==> config.mk <==
export PLATFORM = sky130hd
export DESIGN_NAME = irq_recog_unit
export DESIGN_NICKNAME = d
export VERILOG_FILES = /design/src/rtl/irq_pkg.sv /design/src/rtl/irq_sync_qual.sv /design/src/rtl/irq_nmi_latch.sv /design/src/rtl/irq_prio_pick.sv /design/src/rtl/irq_recog_unit.sv
export SDC_FILE = /design/constraint.sdc
export NUM_CORES = 1
export LEC_CHECK = 0
export ABC_AREA = 1
export BUFFER_PORTS_ARGS = -buffer_cell sky130_fd_sc_hd__buf_2
export CAP_MARGIN = 20
export CELL_PAD_IN_SITES_DETAIL_PLACEMENT = 0
export CELL_PAD_IN_SITES_GLOBAL_PLACEMENT = 1
export CORE_ASPECT_RATIO = 1.2
export CORE_MARGIN = 4
export CORE_UTILIZATION = 42
export DETAILED_ROUTE_END_ITERATION = 7
export MAX_ROUTING_LAYER = met4
export PLACE_DENSITY_LB_ADDON = 0.1
export REMOVE_ABC_BUFFERS = 1
export SLEW_MARGIN = 20
export SYNTH_ARGS = -nofsm -noshare
export SYNTH_HDL_FRONTEND = slang
export SYNTH_SLANG_ARGS = --single-unit
==> constraint.sdc <==
create_clock -name clk -period 1.6 [get_ports clk]
set_input_delay 0.32 -clock clk [delete_from_list [all_inputs] [get_ports clk]]
set_output_delay 0.32 -clock clk [all_outputs]
set_load 0.01 [all_outputs]
==> src/rtl/irq_pkg.sv <==
package irq_pkg;
  // Default request-line count and derived level width.
  localparam int IRQ_LINES_DEF = 7;

  function automatic int irq_lvl_width(input int lines);
    return $clog2(lines + 1);
  endfunction
endpackage

==> src/rtl/irq_sync_qual.sv <==
// Synchronizer followed by a qualification window for one request line.
module irq_sync_qual #(
  parameter int SYNC_STAGES  = 2,
  parameter int QUAL_SAMPLES = 2
) (
  input  logic clk,
  input  logic rst,
  input  logic req_n,
  output logic req_ok
);
  logic [SYNC_STAGES-1:0]  sync_sr;
  logic [QUAL_SAMPLES-1:0] qual_sr;

  always_ff @(posedge clk) begin
    if (rst) begin
      sync_sr <= '0;
      qual_sr <= '0;
    end else begin
      sync_sr <= {sync_sr[SYNC_STAGES-2:0], ~req_n};
      qual_sr <= {qual_sr[QUAL_SAMPLES-2:0], sync_sr[SYNC_STAGES-1]};
    end
  end

  assign req_ok = &qual_sr;
endmodule

==> src/rtl/irq_nmi_latch.sv <==
// Edge-plus-level detection and pending latch for the top (non-maskable) line.
module irq_nmi_latch #(
  parameter int LVL_W = 3
) (
  input  logic             clk,
  input  logic             rst,
  input  logic             top_ok,
  input  logic [LVL_W-1:0] mask,
  input  logic             ack,
  input  logic [LVL_W-1:0] ack_level,
  output logic             nmi_next,
  output logic             nmi_pend
);
  localparam logic [LVL_W-1:0] MAX_LVL = '1;

  logic             top_ok_d;
  logic [LVL_W-1:0] mask_d;
  logic             fresh_edge;
  logic             mask_drop;
  logic             nmi_set;
  logic             nmi_clr;

  assign fresh_edge = top_ok & ~top_ok_d;
  assign mask_drop  = top_ok & (mask_d == MAX_LVL) & (mask != MAX_LVL);
  assign nmi_set    = fresh_edge | mask_drop;
  assign nmi_clr    = ack & (ack_level == MAX_LVL);
  // A new event in the same cycle as a clear wins.
  assign nmi_next   = nmi_set | (nmi_pend & ~nmi_clr);

  always_ff @(posedge clk) begin
    if (rst) begin
      top_ok_d <= 1'b0;
      mask_d   <= '0;
      nmi_pend <= 1'b0;
    end else begin
      top_ok_d <= top_ok;
      mask_d   <= mask;
      nmi_pend <= nmi_next;
    end
  end
endmodule

==> src/rtl/irq_prio_pick.sv <==
// Picks the highest unmasked request; the top level is taken from the NMI latch.
module irq_prio_pick #(
  parameter int NUM_REQ = 7,
  parameter int LVL_W   = 3
) (
  input  logic [NUM_REQ-2:0] lvl_ok,
  input  logic [LVL_W-1:0]   mask,
  input  logic               nmi_hit,
  output logic [LVL_W-1:0]   best_lvl,
  output logic               best_any
);
  logic [NUM_REQ-2:0] unmasked;

  genvar g;
  generate
    for (g = 0; g < NUM_REQ - 1; g++) begin : g_cmp
      assign unmasked[g] = lvl_ok[g] & (LVL_W'(g + 1) > mask);
    end
  endgenerate

  always_comb begin
    best_lvl = '0;
    for (int i = 0; i < NUM_REQ - 1; i++) begin
      if (unmasked[i]) best_lvl = LVL_W'(i + 1);
    end
    if (nmi_hit) best_lvl = LVL_W'(NUM_REQ);
    best_any = nmi_hit | (|unmasked);
  end
endmodule

==> src/rtl/irq_recog_unit.sv <==
module irq_recog_unit
  import irq_pkg::*;
#(
  parameter int NUM_REQ      = IRQ_LINES_DEF,
  parameter int SYNC_STAGES  = 2,
  parameter int QUAL_SAMPLES = 2,
  localparam int LVL_W       = irq_lvl_width(NUM_REQ)
) (
  input  logic               clk,
  input  logic               rst,
  input  logic [NUM_REQ-1:0] irq_n,
  input  logic [LVL_W-1:0]   mask,
  input  logic               boundary,
  input  logic               ack,
  input  logic [LVL_W-1:0]   ack_level,
  output logic [LVL_W-1:0]   irq_level,
  output logic               irq_pend
);
  logic [NUM_REQ-1:0] req_ok;
  logic               nmi_next;
  logic               nmi_pend;
  logic [LVL_W-1:0]   best_lvl;
  logic               best_any;

  genvar g;
  generate
    for (g = 0; g < NUM_REQ; g++) begin : g_line
      irq_sync_qual #(
        .SYNC_STAGES (SYNC_STAGES),
        .QUAL_SAMPLES(QUAL_SAMPLES)
      ) u_sq (
        .clk   (clk),
        .rst   (rst),
        .req_n (irq_n[g]),
        .req_ok(req_ok[g])
      );
    end
  endgenerate

  irq_nmi_latch #(.LVL_W(LVL_W)) u_nmi (
    .clk      (clk),
    .rst      (rst),
    .top_ok   (req_ok[NUM_REQ-1]),
    .mask     (mask),
    .ack      (ack),
    .ack_level(ack_level),
    .nmi_next (nmi_next),
    .nmi_pend (nmi_pend)
  );

  irq_prio_pick #(.NUM_REQ(NUM_REQ), .LVL_W(LVL_W)) u_pick (
    .lvl_ok  (req_ok[NUM_REQ-2:0]),
    .mask    (mask),
    .nmi_hit (nmi_next),
    .best_lvl(best_lvl),
    .best_any(best_any)
  );

  always_ff @(posedge clk) begin
    if (rst) begin
      irq_level <= '0;
      irq_pend  <= 1'b0;
    end else if (boundary) begin
      irq_level <= best_lvl;
      irq_pend  <= best_any;
    end else if (ack) begin
      irq_pend  <= 1'b0;
    end
  end
endmodule

==> results_dict.tcl <==
set metrics [dict create \
    holdBufCountCts 0 \
    die-area_sq_um 3950 \
    arrival_ns 0.81 \
    syn_to_final_growth_pct 16.7 \
    dp_hpwl_microns 1370 \
    antenna_cells 0 \
    vias 948 \
    worst_pin_slew_ns 0.257 \
    start_util_pct 44.5 \
    peakVddDrop_mv 0.672 \
    hold_path_class "in -> reg" \
    p_seq_share_pct 57.3 \
    grt_pass1_wl_microns 3330 \
    path_class "reg -> out" \
    htree_levels 2 \
    post_cts_buffers 0 \
    avgSynthCellArea_sq_um 7.90 \
    fin_area_sq_um 1480 \
    drv_slew 0 \
    synth.top_cell.area_share_pct 58.6 \
    pwr-share-comb_pct 5.5 \
    io-pin-count 21 \
    numClockSinks 37 \
    p_leak_nw 0.732 \
    final-hold-violation-count 0 \
    antenna_found_initial 0 \
    switching_share_pct 21.3 \
    slowest_stage "dfxtp_1" \
    dr.first_iter.drc_count 19 \
    fin_skew_ns 0.00836 \
    p_switching_w 0.000357 \
    grt.overflow.total 0 \
    yosys-top-cells-area "dfxtp_1 59%, nor2_1 12%, inv_1 9.5%" \
    path_delay_family "flip-flops" \
    grt_usage_pct 12.0 \
    period_share_pct 70.7 \
    power-per-cell-area_nw_per_um2 1140 \
    required_ns 1.28 \
    dp.cells 211 \
    utilization_pct 52.0 \
    p_int_w 0.00132 \
    end_kind "output port" \
    vias_per_cell 4.33 \
    dpl_cell_area_sq_um 1400 \
    ys_seq_area_share_pct 58.6 \
    crit_chain "buf_2" \
    cp_max_fo 2 \
    outcome "finished clean" \
    syn_area_sq_um 1260 \
    routed_wl_microns 1920 \
    rsz0062_at_grt "false" \
    yosysTopAreaCell "dfxtp_1" \
    ys_ff_latch 37 \
    slowest_delay_ns 0.35 \
    drive_gt1_share_pct 18.9 \
    synth.distinct_cells 19 \
    final_cell_count_no_fill 219 \
    clkSlewWorstSetupHoldPaths_ns 0.11 \
    ys_warn_count 0 \
    core_sq_um 2840 \
    max_cap_viol_count 0 \
    portBuffers 20 \
    gp_congestion 0.736 \
    grt_max_degree 28 \
    dieHeight_microns 68.1 \
    critPathLaunchType "register" \
    period_needed_ns 1.13 \
    root_buffer "clkbuf_4" \
    setup_viol 0 \
    postRouteAntennaNets 0 \
    die_w_microns 58.1 \
    insertion_delay_ns 0.33 \
    clock_path_buffers 2 \
    nets 201 \
    wl_per_cell_microns 8.78 \
    max_freq_mhz 884 \
    slew_headroom_pct 82.9 \
    drcViolationCount 0 \
    cts_tree "yes" \
    worst-path-buf-inv 1 \
    setup_tns_ns 0 \
    cts_made_buffers 5 \
    rows 21 \
    first_global_vias 864 \
    drt_pass1_iterations 4 \
    cts-resized-gates 0 \
    clock_power_share_pct 37.2 \
    postSynthCellCount 160 \
]
## layer usage
metal | track usage [%] | wire [microns] | share of wire [%]
met1 | 11.6 | 868 | 45
met4 | 9.57 | 12 | 0.62
met5 | - | 0 | 0
met2 | 19.2 | 920 | 48
met3 | 4.72 | 121 | 6.3
## synth_stat cells
library cell	count
clkinv_1	1
buf_2	3
dfxtp_1	37
or2_0	1
nor2_1	40
nand4_1	2
inv_1	32
clkbuf_1	1
and2_1	1
inv_2	2
nand3_2	1
a21oi_1	2
nor2_4	1
nor2_2	1
nand2_2	1
nand3_1	9
o21ai_0	3
nand2_1	21
o21a_4	1
## metrics by stage
step / total power, W / hold WS (ns) / setup slack (ns)
final: 0.00168 / 0.124 / 0.469
after global routing: 0.00178 / 0.0838 / 0.406
after CTS: 0.00172 / 0.0953 / 0.436
after detailed placement: 0.00108 / 0.393 / 0.441
after global placement: 0.00108 / 0.389 / 0.476
after floorplan: 0.00103 / 0.387 / 0.617
## registers in the layout (all words and copies together), names as in the netlist
name / count
g_line.u_sq.qual_sr: 14
g_line.u_sq.sync_sr: 14
irq_level: 3
u_nmi.mask_d: 3
irq_pend: 1
u_nmi.nmi_pend: 1
u_nmi.top_ok_d: 1
## power groups by stage
stage          Clock, W  Sequential, W  Combinational [W]
3_3_place_gp          0       0.000984          0.0000910
5_1_grt        0.000701       0.000968           0.000110
3_5_place_dp          0       0.000985          0.0000933
4_1_cts        0.000660       0.000965          0.0000941
2_1_floorplan         0       0.000986          0.0000413
6_report       0.000626       0.000964          0.0000921
## logic make-up (layout without fill, tap and decap cells)
kind of cell / count (synthesis) / in the layout / synth area share [%]
buffers and inverters: 39 / 64 / 11.9
flip-flops: 37 / 37 / 58.6
AO/OA/AOI/OAI: 6 / 6 / 3.17
AND/OR/NAND/NOR: 78 / 78 / 26.3
## cells in the final DEF, fill, tap and decap left out, types with 2 or more instances in the layout
master    synthesis  final
clkbuf_4          0      5
inv_1            32     32
nor2_1           40     40
nand2_1          21     21
inv_2             2      2
a21oi_1           2      2
buf_2             3     20
nand4_1           2      2
dfxtp_1          37     37
nand3_1           9      9
o21ai_0           3      3
## final timing paths
check                            startpoint                   endpoint  slack (ns)  cells after the start
setup / recovery               irq_level[1]               irq_level[1]        0.47                      1
hold / removal                     irq_n[6]  g_line[6].u_sq.sync_sr[0]        0.12                      2
setup reg to reg  g_line[6].u_sq.qual_sr[0]               irq_level[1]        0.53                      7
hold reg to reg   g_line[3].u_sq.sync_sr[1]  g_line[3].u_sq.qual_sr[0]        0.40                      2
## cell type report
| type | count | area (sq um) |
|---|---|---|
| sequential | 37 | 741 |
| clock buffer | 6 | 41.3 |
| multi-input combinational | 84 | 373 |
| fill | 297 | 1360 |
| inverter | 35 | 131 |
| clock inverter | 2 | 38.8 |
| timing repair buffer | 21 | 108 |
| tap | 34 | 42.5 |
(Power assumes the default switching activity.)
